<file path="config.mk">
export PLATFORM = sky130hd
export DESIGN_NAME = cfg_reg_prog
export DESIGN_NICKNAME = d
export VERILOG_FILES = /design/src/rtl/cfg_reg_prog_pkg.sv /design/src/rtl/cfg_word_build.sv /design/src/rtl/cfg_spi_frame.sv /design/src/rtl/cfg_reg_prog.sv
export SDC_FILE = /design/constraint.sdc
export NUM_CORES = 1
export LEC_CHECK = 0
export CAP_MARGIN = 20
export CORE_ASPECT_RATIO = 0.7
export CORE_MARGIN = 2
export CORE_UTILIZATION = 55
export CTS_CLUSTER_DIAMETER = 50
export DETAILED_ROUTE_END_ITERATION = 8
export GPL_ROUTABILITY_DRIVEN = 0
export PLACE_DENSITY = 0.74
export SLEW_MARGIN = 15
export SYNTH_ARGS = -nofsm -noshare
export SYNTH_HDL_FRONTEND = slang
export SYNTH_SLANG_ARGS = --single-unit
export TNS_END_PERCENT = 100
</file>
<file path="constraint.sdc">
create_clock -name clk_i -period 4.7 [get_ports clk_i]
set_input_delay 0.47 -clock clk_i [delete_from_list [all_inputs] [get_ports clk_i]]
set_output_delay 0.47 -clock clk_i [all_outputs]
set_load 0.02 [all_outputs]
</file>
<file path="src/rtl/cfg_reg_prog_pkg.sv">
package cfg_reg_prog_pkg;
  localparam int FRAME_W = 24;
  localparam logic [7:0] OP_WREN  = 8'h06;
  localparam logic [7:0] OP_WRCFG = 8'hB1;
  localparam logic [7:0] OP_RDCFG = 8'hB5;
  localparam logic [3:0] DUMMY_DEFAULT = 4'hF;

  typedef enum logic [2:0] {
    ST_IDLE, ST_WREN, ST_GAP1, ST_WRITE, ST_GAP2, ST_READ
  } seq_state_e;
endpackage

</file>
<file path="src/rtl/cfg_word_build.sv">
module cfg_word_build
  import cfg_reg_prog_pkg::*;
#(
  parameter int DREQ_W = 5
) (
  input  logic              addr_4byte_i,
  input  logic              use_default_i,
  input  logic [DREQ_W-1:0] dummy_req_i,
  output logic [15:0]       word_o,
  output logic              valid_o
);
  localparam logic [DREQ_W-1:0] REQ_MAX = DREQ_W'(14);

  logic [3:0] dummy_code;

  always_comb begin
    valid_o    = use_default_i || ((dummy_req_i != '0) && (dummy_req_i <= REQ_MAX));
    dummy_code = use_default_i ? DUMMY_DEFAULT : dummy_req_i[3:0];
    word_o     = {4'b1110, 3'b111, ~addr_4byte_i, dummy_code, 4'b1111};
  end
endmodule

</file>
<file path="src/rtl/cfg_spi_frame.sv">
module cfg_spi_frame #(
  parameter int CLK_DIV = 2,
  parameter int FRAME_W = 24,
  localparam int LEN_W = $clog2(FRAME_W + 1),
  localparam int DIV_W = $clog2(CLK_DIV + 1)
) (
  input  logic               clk_i,
  input  logic               rst_ni,
  input  logic               start_i,
  input  logic [LEN_W-1:0]   len_i,
  input  logic [FRAME_W-1:0] tx_i,
  input  logic               miso_i,
  output logic               cs_no,
  output logic               sclk_o,
  output logic               mosi_o,
  output logic               done_o,
  output logic [FRAME_W-1:0] rx_o
);
  localparam logic [DIV_W-1:0] DIV_LAST = DIV_W'(CLK_DIV - 1);

  logic               busy_q;
  logic               sclk_q;
  logic [DIV_W-1:0]   div_q;
  logic [LEN_W-1:0]   bit_q, len_q;
  logic [FRAME_W-1:0] tx_q, rx_q;
  logic               done_q;

  always_ff @(posedge clk_i or negedge rst_ni) begin
    if (!rst_ni) begin
      busy_q <= 1'b0;
      sclk_q <= 1'b0;
      div_q  <= '0;
      bit_q  <= '0;
      len_q  <= '0;
      tx_q   <= '0;
      rx_q   <= '0;
      done_q <= 1'b0;
    end else begin
      done_q <= 1'b0;
      if (!busy_q) begin
        if (start_i) begin
          busy_q <= 1'b1;
          sclk_q <= 1'b0;
          div_q  <= '0;
          bit_q  <= '0;
          len_q  <= len_i;
          tx_q   <= tx_i;
        end
      end else if (div_q == DIV_LAST) begin
        div_q <= '0;
        if (!sclk_q) begin
          // rising edge: capture DATA1
          sclk_q <= 1'b1;
          rx_q   <= {rx_q[FRAME_W-2:0], miso_i};
          bit_q  <= bit_q + 1'b1;
        end else begin
          sclk_q <= 1'b0;
          if (bit_q == len_q) begin
            busy_q <= 1'b0;
            done_q <= 1'b1;
          end else begin
            tx_q <= {tx_q[FRAME_W-2:0], 1'b0};
          end
        end
      end else begin
        div_q <= div_q + 1'b1;
      end
    end
  end

  assign cs_no  = ~busy_q;
  assign sclk_o = sclk_q;
  assign mosi_o = tx_q[FRAME_W-1];
  assign done_o = done_q;
  assign rx_o   = rx_q;

  a_r11_sclk_idle_low: assert property (@(posedge clk_i) disable iff (!rst_ni)
    cs_no |-> !sclk_o);
  a_r11_mosi_stable_high: assert property (@(posedge clk_i) disable iff (!rst_ni)
    (sclk_o && $past(sclk_o)) |-> $stable(mosi_o));
  a_r7_bit_count_bound: assert property (@(posedge clk_i) disable iff (!rst_ni)
    busy_q |-> (bit_q <= len_q));
endmodule

</file>
<file path="src/rtl/cfg_reg_prog.sv">
module cfg_reg_prog
  import cfg_reg_prog_pkg::*;
#(
  parameter int DREQ_W     = 5,
  parameter int CLK_DIV    = 2,
  parameter int GAP_CYCLES = 4
) (
  input  logic              clk_i,
  input  logic              rst_ni,
  input  logic              start_i,
  input  logic              addr_4byte_i,
  input  logic              use_default_i,
  input  logic [DREQ_W-1:0] dummy_req_i,
  output logic              spi_cs_no,
  output logic              spi_sclk_o,
  output logic              spi_mosi_o,
  input  logic              spi_miso_i,
  output logic              done_o,
  output logic              pass_o,
  output logic              fail_o,
  output logic              err_o
);
  localparam int LEN_W = $clog2(FRAME_W + 1);
  localparam int GAP_W = $clog2(GAP_CYCLES + 1);
  localparam logic [GAP_W-1:0] GAP_LAST = GAP_W'(GAP_CYCLES - 1);

  seq_state_e         state_q;
  logic [15:0]        word, word_q;
  logic               word_ok;
  logic [GAP_W-1:0]   gap_q;
  logic               eng_start_q, eng_done;
  logic [LEN_W-1:0]   eng_len;
  logic [FRAME_W-1:0] eng_tx, eng_rx;
  logic [15:0]        readback;
  logic               done_q, pass_q, fail_q, err_q;

  cfg_word_build #(.DREQ_W(DREQ_W)) u_word (
    .addr_4byte_i (addr_4byte_i),
    .use_default_i(use_default_i),
    .dummy_req_i  (dummy_req_i),
    .word_o       (word),
    .valid_o      (word_ok)
  );

  always_comb begin
    eng_len = LEN_W'(FRAME_W);
    eng_tx  = {OP_RDCFG, 16'h0000};
    unique case (state_q)
      ST_WREN: begin
        eng_len = LEN_W'(8);
        eng_tx  = {OP_WREN, 16'h0000};
      end
      ST_WRITE: eng_tx = {OP_WRCFG, word_q[7:0], word_q[15:8]};
      default: ;
    endcase
  end

  cfg_spi_frame #(.CLK_DIV(CLK_DIV), .FRAME_W(FRAME_W)) u_frame (
    .clk_i  (clk_i),
    .rst_ni (rst_ni),
    .start_i(eng_start_q),
    .len_i  (eng_len),
    .tx_i   (eng_tx),
    .miso_i (spi_miso_i),
    .cs_no  (spi_cs_no),
    .sclk_o (spi_sclk_o),
    .mosi_o (spi_mosi_o),
    .done_o (eng_done),
    .rx_o   (eng_rx)
  );

  // low byte arrives first
  assign readback = {eng_rx[7:0], eng_rx[15:8]};

  always_ff @(posedge clk_i or negedge rst_ni) begin
    if (!rst_ni) begin
      state_q     <= ST_IDLE;
      word_q      <= '0;
      gap_q       <= '0;
      eng_start_q <= 1'b0;
      done_q      <= 1'b0;
      pass_q      <= 1'b0;
      fail_q      <= 1'b0;
      err_q       <= 1'b0;
    end else begin
      eng_start_q <= 1'b0;
      done_q      <= 1'b0;
      err_q       <= 1'b0;
      unique case (state_q)
        ST_IDLE: if (start_i) begin
          pass_q <= 1'b0;
          fail_q <= 1'b0;
          if (!word_ok) begin
            err_q <= 1'b1;
          end else begin
            word_q      <= word;
            state_q     <= ST_WREN;
            eng_start_q <= 1'b1;
          end
        end
        ST_WREN: if (eng_done) begin
          state_q <= ST_GAP1;
          gap_q   <= '0;
        end
        ST_GAP1: if (gap_q == GAP_LAST) begin
          state_q     <= ST_WRITE;
          eng_start_q <= 1'b1;
        end else gap_q <= gap_q + 1'b1;
        ST_WRITE: if (eng_done) begin
          state_q <= ST_GAP2;
          gap_q   <= '0;
        end
        ST_GAP2: if (gap_q == GAP_LAST) begin
          state_q     <= ST_READ;
          eng_start_q <= 1'b1;
        end else gap_q <= gap_q + 1'b1;
        ST_READ: if (eng_done) begin
          state_q <= ST_IDLE;
          done_q  <= 1'b1;
          pass_q  <= (readback == word_q);
          fail_q  <= (readback != word_q);
        end
        default: state_q <= ST_IDLE;
      endcase
    end
  end

  assign done_o = done_q;
  assign pass_o = pass_q;
  assign fail_o = fail_q;
  assign err_o  = err_q;

  // chip-select high-time monitor for the gap check
  logic [GAP_W:0] hi_q;
  logic           seen_q;
  always_ff @(posedge clk_i or negedge rst_ni) begin
    if (!rst_ni) begin
      hi_q   <= '0;
      seen_q <= 1'b0;
    end else begin
      if (!spi_cs_no) begin
        hi_q   <= '0;
        seen_q <= 1'b1;
      end else if (hi_q < (GAP_W+1)'(GAP_CYCLES)) begin
        hi_q <= hi_q + 1'b1;
      end
    end
  end

  a_r10_cs_gap: assert property (@(posedge clk_i) disable iff (!rst_ni)
    ($fell(spi_cs_no) && seen_q) |-> (hi_q >= (GAP_W+1)'(GAP_CYCLES)));
  a_r9_done_single: assert property (@(posedge clk_i) disable iff (!rst_ni)
    done_o |=> !done_o);
  a_r8_pass_fail_excl: assert property (@(posedge clk_i) disable iff (!rst_ni)
    !(pass_o && fail_o));
  a_r5_err_no_frame: assert property (@(posedge clk_i) disable iff (!rst_ni)
    err_o |-> (spi_cs_no && !done_o));
  a_r5_err_single: assert property (@(posedge clk_i) disable iff (!rst_ni)
    err_o |=> (!err_o && spi_cs_no));
endmodule

</file>
# [Yosys cells after proc, flatten, opt, wreduce, memory -nomap -nowiden]
# Index checks and enable logic that the tools add are counted.
# W data, S select, Z words.
[word_totals] register_bits=76
[classes] bitwise_logic=3 n_mux=52 n_eq_ne=23 addsub=3 reduce_logical=18 order_cmp=1
[op_table] operator="$mux W24" n=5
[op_table] operator="$pmux W24 S2" n=1
[op_table] operator="$mux W5" n=5
[op_table] operator="$mux W1" n=24
[op_table] operator="$mux W3" n=8
[op_table] operator="$ne A2 B2 Y1 const B" n=9
[op_table] operator="$pmux W3 S6" n=1
[op_table] operator="$eq A16 B16 Y1" n=1
[op_table] operator="$ne A16 B16 Y1" n=1
[op_table] operator="$reduce_and A3 Y1" n=5
[op_table] operator="$eq A3 B2 Y1 const B" n=3
[op_table] operator="$ne A2 B1 Y1 const B" n=4
[op_table] operator="$reduce_and A7 Y1" n=1
[op_table] operator="$eq A3 B3 Y1 const B" n=2
[op_table] operator="$mux W2" n=3
[op_table] operator="$pmux W1 S2" n=3
[op_table] operator="$pmux W3 S2" n=1
[op_table] operator="$reduce_bool A2 Y1" n=3
[op_table] operator="$add A5 B1 Y5 const B" n=1
[op_table] operator="$eq A5 B5 Y1" n=1
[op_table] operator="$le A5 B4 Y1 const B" n=1
[op_table] operator="$reduce_bool A5 Y1" n=1
[op_table] operator="$mux W4" n=1
[op_table] operator="$reduce_and A2 Y1" n=2
[op_table] operator="other kinds (10)" n=13

# [Depth between registers and ports, before layout]
[logic_depth] depth_word=6 mapped_depth=7 mapped_depth_nobuf=6

# [Modules after synthesis]
# From an unflattened synthesis, not the netlist that was laid out.
[hier_totals] hier_cells=360 hier_area_um2=4529.3
[modules_own_cells] module="cfg_spi_frame" seq_area_each_um2=1576.5 area_per_inst_um2=2877.8 n_inst=1 cells_per_inst=208
[modules_own_cells] module="cfg_reg_prog" seq_area_each_um2=675.6 area_per_inst_um2=1508.9 n_inst=1 cells_per_inst=131
[modules_own_cells] module="cfg_word_build" seq_area_each_um2=0.0 area_per_inst_um2=142.6 n_inst=1 cells_per_inst=21

# [Worst setup path after synthesis]
# OpenSTA, ideal clock, no wires.
[synth_timing] path_type="register to register" from="register u_frame.bit_q[0]" to="register u_frame.tx_q[16]" path_slack_ps=3113 path_buffers=0 synth_period_minus_slack_ps=1587 stages_incl_launch_ff=6 arrival_time_ps=1463 setup_time_ps=125 path_cell_list="dfrtp_1 -> inv_1 -> ha_1 -> and3b_1 -> a32oi_2 -> mux2_2"
[synth_between] elab_chain_len=3
[synth_lines] element="from (decl)" line_no="cfg_spi_frame.sv:24" source="logic [LEN_W-1:0] bit_q, len_q;"
[synth_lines] element="from (signal assigned)" line_no="cfg_spi_frame.sv:55" source="bit_q <= bit_q + 1'b1;"
[synth_lines] element="$eq A5 B5 Y1" line_no="cfg_spi_frame.sv:58" source="if (bit_q == len_q) begin"
[synth_lines] element="$ne A2 B2 Y1 (no line)"
[synth_lines] element="$reduce_and A4 Y1 (no line)"
[synth_lines] element="to (signal assigned)" line_no="cfg_spi_frame.sv:47" source="tx_q <= tx_i;"
[synth_lines] element="to (signal assigned)" line_no="cfg_spi_frame.sv:62" source="tx_q <= {tx_q[FRAME_W-2:0], 1'b0};"
[synth_lines] element="to (decl)" line_no="cfg_spi_frame.sv:25" source="logic [FRAME_W-1:0] tx_q, rx_q;"
# No other way between the ends.
# A chain may end at the register's enable or synchronous reset.

# [Worst setup path after layout]
[layout_timing] from="register u_frame.busy_q" to="output port spi_cs_no"
[layout_between] elab_chain_len=1
[layout_lines] element="from (decl)" line_no="cfg_spi_frame.sv:21" source="logic busy_q;"
[layout_lines] element="from (signal assigned)" line_no="cfg_spi_frame.sv:30" source="busy_q <= 1'b0;"
[layout_lines] element="from (signal assigned)" line_no="cfg_spi_frame.sv:42" source="busy_q <= 1'b1;"
[layout_lines] element="from (signal assigned)" line_no="cfg_spi_frame.sv:59" source="busy_q <= 1'b0;"
[layout_lines] element="$not A1 Y1 (no line)"
[layout_lines] element="to (decl)" line_no="cfg_reg_prog.sv:14" source="output logic spi_cs_no,"
# No other way between the ends.

==> flow_summary.yaml <==
timing:
  relSlewSlack_pct: 32.91
  fin_worst_skew_ns: 0.006729
  max_slew.worst_pin.slew_ns: 1.006
  hold_violations: 0
  setup_viol: 0
  fin_crit_sh_pct: 54.06
  hold_slack_ns: 0.2017
  min_period_ns: 2.541
  tns_ns: 0
  rsz0062_at_grt: "false"
  finalMaxSlewViolations: 0
  max_freq_ghz: 0.3936
synthesis:
  synth-simple-area-share_pct: 12.87
  yosys-top-cells-count: "dfrtp_1 (69), a21oi_1 (33), nor2_1 (26), mux2_2 (20), inv_1 (14)"
  mappedNetlistArea_mm2: 0.003072
  ys_seq_elements: 69
  synth.most_common_cell: "dfrtp_1"
  synth_top_cell_area_share_pct: 56.21
  synth_xor_area_share_pct: 3.707
  synth.distinct_cells: 41
  syn_inst: 277
  synth_top_family_by_area: "simple AND/OR/NAND/NOR gates"
  synth.top_cells.by_area: "dfrtp_1 (56%), mux2_2 (7.3%), a21oi_1 (5.4%), nor2_1 (3.2%), xor2_1 (2.6%)"
  synth_edf_count: 0
  synth_fa_ha_area_share_pct: 1.629
  synthFlopType: "dfrtp_1"
  synth.mux.area_fraction_pct: 8.310
  syn_area_per_cell_um2: 11.09
  synth_top_area_cell: "dfrtp_1"
  yosysSeqAreaShare_pct: 56.21
  ys_warn_count: 0
  synth_fp_nets: 292
  synth_compound_area_share_pct: 12.83
  async_reset_ff_share_pct: 100.0
critical_path:
  crit_fanout: 35
  crit_path_end_kind: "output port"
  r2r_end: "u_frame.tx_q[4]$_DFFE_PN0P_"
  crit_path_top_delay_cell: "dfrtp_1"
  cp.required_ns: 4.23
  reg2reg_slack_ns: 2.24
  cp_slowest_stage_delay_ns: 1.01
  start_kind: "flip-flop"
  reg2reg_depth: 6
  rr_startpoint: "u_frame.busy_q$_DFF_PN0_"
  critPathKind: "flip-flop to output port"
  crit_arrival_ns: 2.07
  path_cells: "inv_1 > clkdlybuf4s50_1"
final_layout:
  drive_above_1_share_pct: 16.44
  fin_nets: 308
  fin_area_mm2: 0.003477
  area_delta_synth_final_pct: 13.20
  antenna_cells: 0
  fill_cells: 410
  final_cells: 370
  fin_util_pct: 65.45
detailed_routing:
  routed_wl_um: 5095
  drtIter0Drc: 143
  vias: 2026
  drc: 0
  avgRoutedWirePerCell_um: 13.77
  drt-vias-per-instance: 5.476
  ant_nets: 0
  first_pass_iters: 4
pwr:
  powerDensity_mw_per_mm2: 669.2
  seq_power_share_pct: 46.1
  intPower_uw: 1537
  clkPwrFrac_pct: 21.8
  swShare_pct: 33.95
  ir_worst_vdd_mv: 0.3176
  comb_power_share_pct: 32.1
  leakage_uw: 0.001484
  switching_power_uw: 790.0
clock_network:
  clock_sinks: 69
  cts_resized: 0
  tritoncts: "built"
  hold_buffers: 0
  post_cts_buffers: 0
  cts_buffer_depth: 2
  cts.htree.levels: 3
  clk_pin_slew_ns: 0.07
  clock_latency_ns: 0.34
  numCtsBuffers: 9
  cts_root_buffer: "clkbuf_8"
grt:
  grt_pass1_wl_um: 8901
  grt_pass1_vias: 1868
  grtUsageTotal_pct: 19.12
  grt_overflow: 0
  grt_max_degree: 37
  antenna_found_initial: 0
floorplanning:
  dieHeight_um: 66.53
  die-area_mm2: 0.006208
  initial_core_util_pct: 57.82
  coreArea_mm2: 0.005313
  ioPinCount: 18
  chipWidth_um: 93.32
  row_count: 22
placement:
  place_inst: 353
  io_buffers: 17
  placed_cell_area_mm2: 0.003258
  hpwl_um: 3437
job:
  max-cap-violations: 0
hold_path:
  hp-class: "input port to async pin"
status:
  status: "complete, no violations"
## state kept, by name, summed over array words and instances, names as in the netlist, 2 cells and up
register / flops
u_frame.bit_q: 5
u_frame.tx_q: 24
u_frame.len_q: 2
gap_q: 3
state_q: 3
u_frame.div_q: 2
word_q: 6
u_frame.rx_o: 16
## area by class of cell
| cell class | instances | area [um^2] | share of cell area [%] |
|---|---|---|---|
| sequential | 69 | 1727 | 49.66 |
| multi-input combinational | 179 | 1209 | 34.76 |
| inverter | 14 | 52.55 | 1.511 |
| clock inverter | 4 | 72.57 | 2.087 |
| timing repair buffer | 20 | 191.4 | 5.506 |
| tap | 72 | 90.09 | 2.591 |
| clock buffer | 12 | 135.1 | 3.886 |
## routing by layer
metal  wire (um)  share of wire, %  vias up  track usage (%)
met3         172               3.4        5            7.466
met5           0                 0        -                0
met4          51               1.0        0            6.066
met1        2685                53      989            28.52
li1            -                 -     1005                -
met2        2186                43       27            25.45
## per-stage QoR
| step | total power, uW | setup WS (ns) |
|---|---|---|
| floorplan | 1651 | 3.113 |
| global placement | 1791 | 2.011 |
| detailed placement | 1819 | 1.902 |
| CTS | 2334 | 1.898 |
| global route | 2513 | 1.996 |
| finish | 2327 | 2.159 |
## cells by family after synthesis
family	Yosys count
AOI/OAI and AO/OA	63
xor gates and xnor gates	13
adders and majority gates	4
buffers and inverters	29
DFF	69
muxes	23
and+or+nand+nor	76
## placed cells by master (no fill, tap or decap), types with 2 or more instances in the layout
cell,netlist,routed
xnor2_1,4,4
o21ai_0,11,11
inv_1,14,14
mux2i_1,3,3
clkbuf_1,2,3
nand2b_1,5,5
nand3_1,7,7
nand4_1,4,4
a21oi_1,33,33
nand4b_1,2,2
a22oi_1,4,4
xor2_1,9,9
nor2b_1,2,2
nand2_1,11,11
clkbuf_8,0,9
mux2_2,20,20
dfrtp_1,69,69
ha_1,4,4
nor3_1,7,7
bufinv_16,0,2
o22a_2,4,4
a31o_2,2,2
and4bb_2,2,2
clkdlybuf4s50_1,0,16
buf_4,0,2
nor4_1,4,4
nor2_1,26,26
## worst max-delay path by stage
stage                                 startpoint                           end  slack, ns  depth (start not counted)
finish                  u_frame.busy_q$_DFF_PN0_                     spi_cs_no       2.16                          2
global route            u_frame.busy_q$_DFF_PN0_   u_frame.tx_q[4]$_DFFE_PN0P_       2.00                          6
CTS                     u_frame.busy_q$_DFF_PN0_   u_frame.tx_q[4]$_DFFE_PN0P_       1.90                          5
detailed placement      u_frame.busy_q$_DFF_PN0_   u_frame.tx_q[4]$_DFFE_PN0P_       1.90                          5
global placement        u_frame.busy_q$_DFF_PN0_   u_frame.tx_q[4]$_DFFE_PN0P_       2.01                          5
floorplan           u_frame.bit_q[0]$_DFFE_PN0P_  u_frame.tx_q[16]$_DFFE_PN0P_       3.11                          5
## critical path, delay by kind of cell, from the launching register on
family | cells | cell delay (ns)
buf+inv | 2 | 0.72
flops | 1 | 1.01
## power groups by stage
stage	combinational [uW]	clock (uW)	sequential (uW)
floorplan	651	0	1000
global placement	719	0	1070
detailed placement	741	0	1080
CTS	743	522	1070
global route	853	551	1110
finish	748	508	1070
Power figures use the tool's default switching activity.
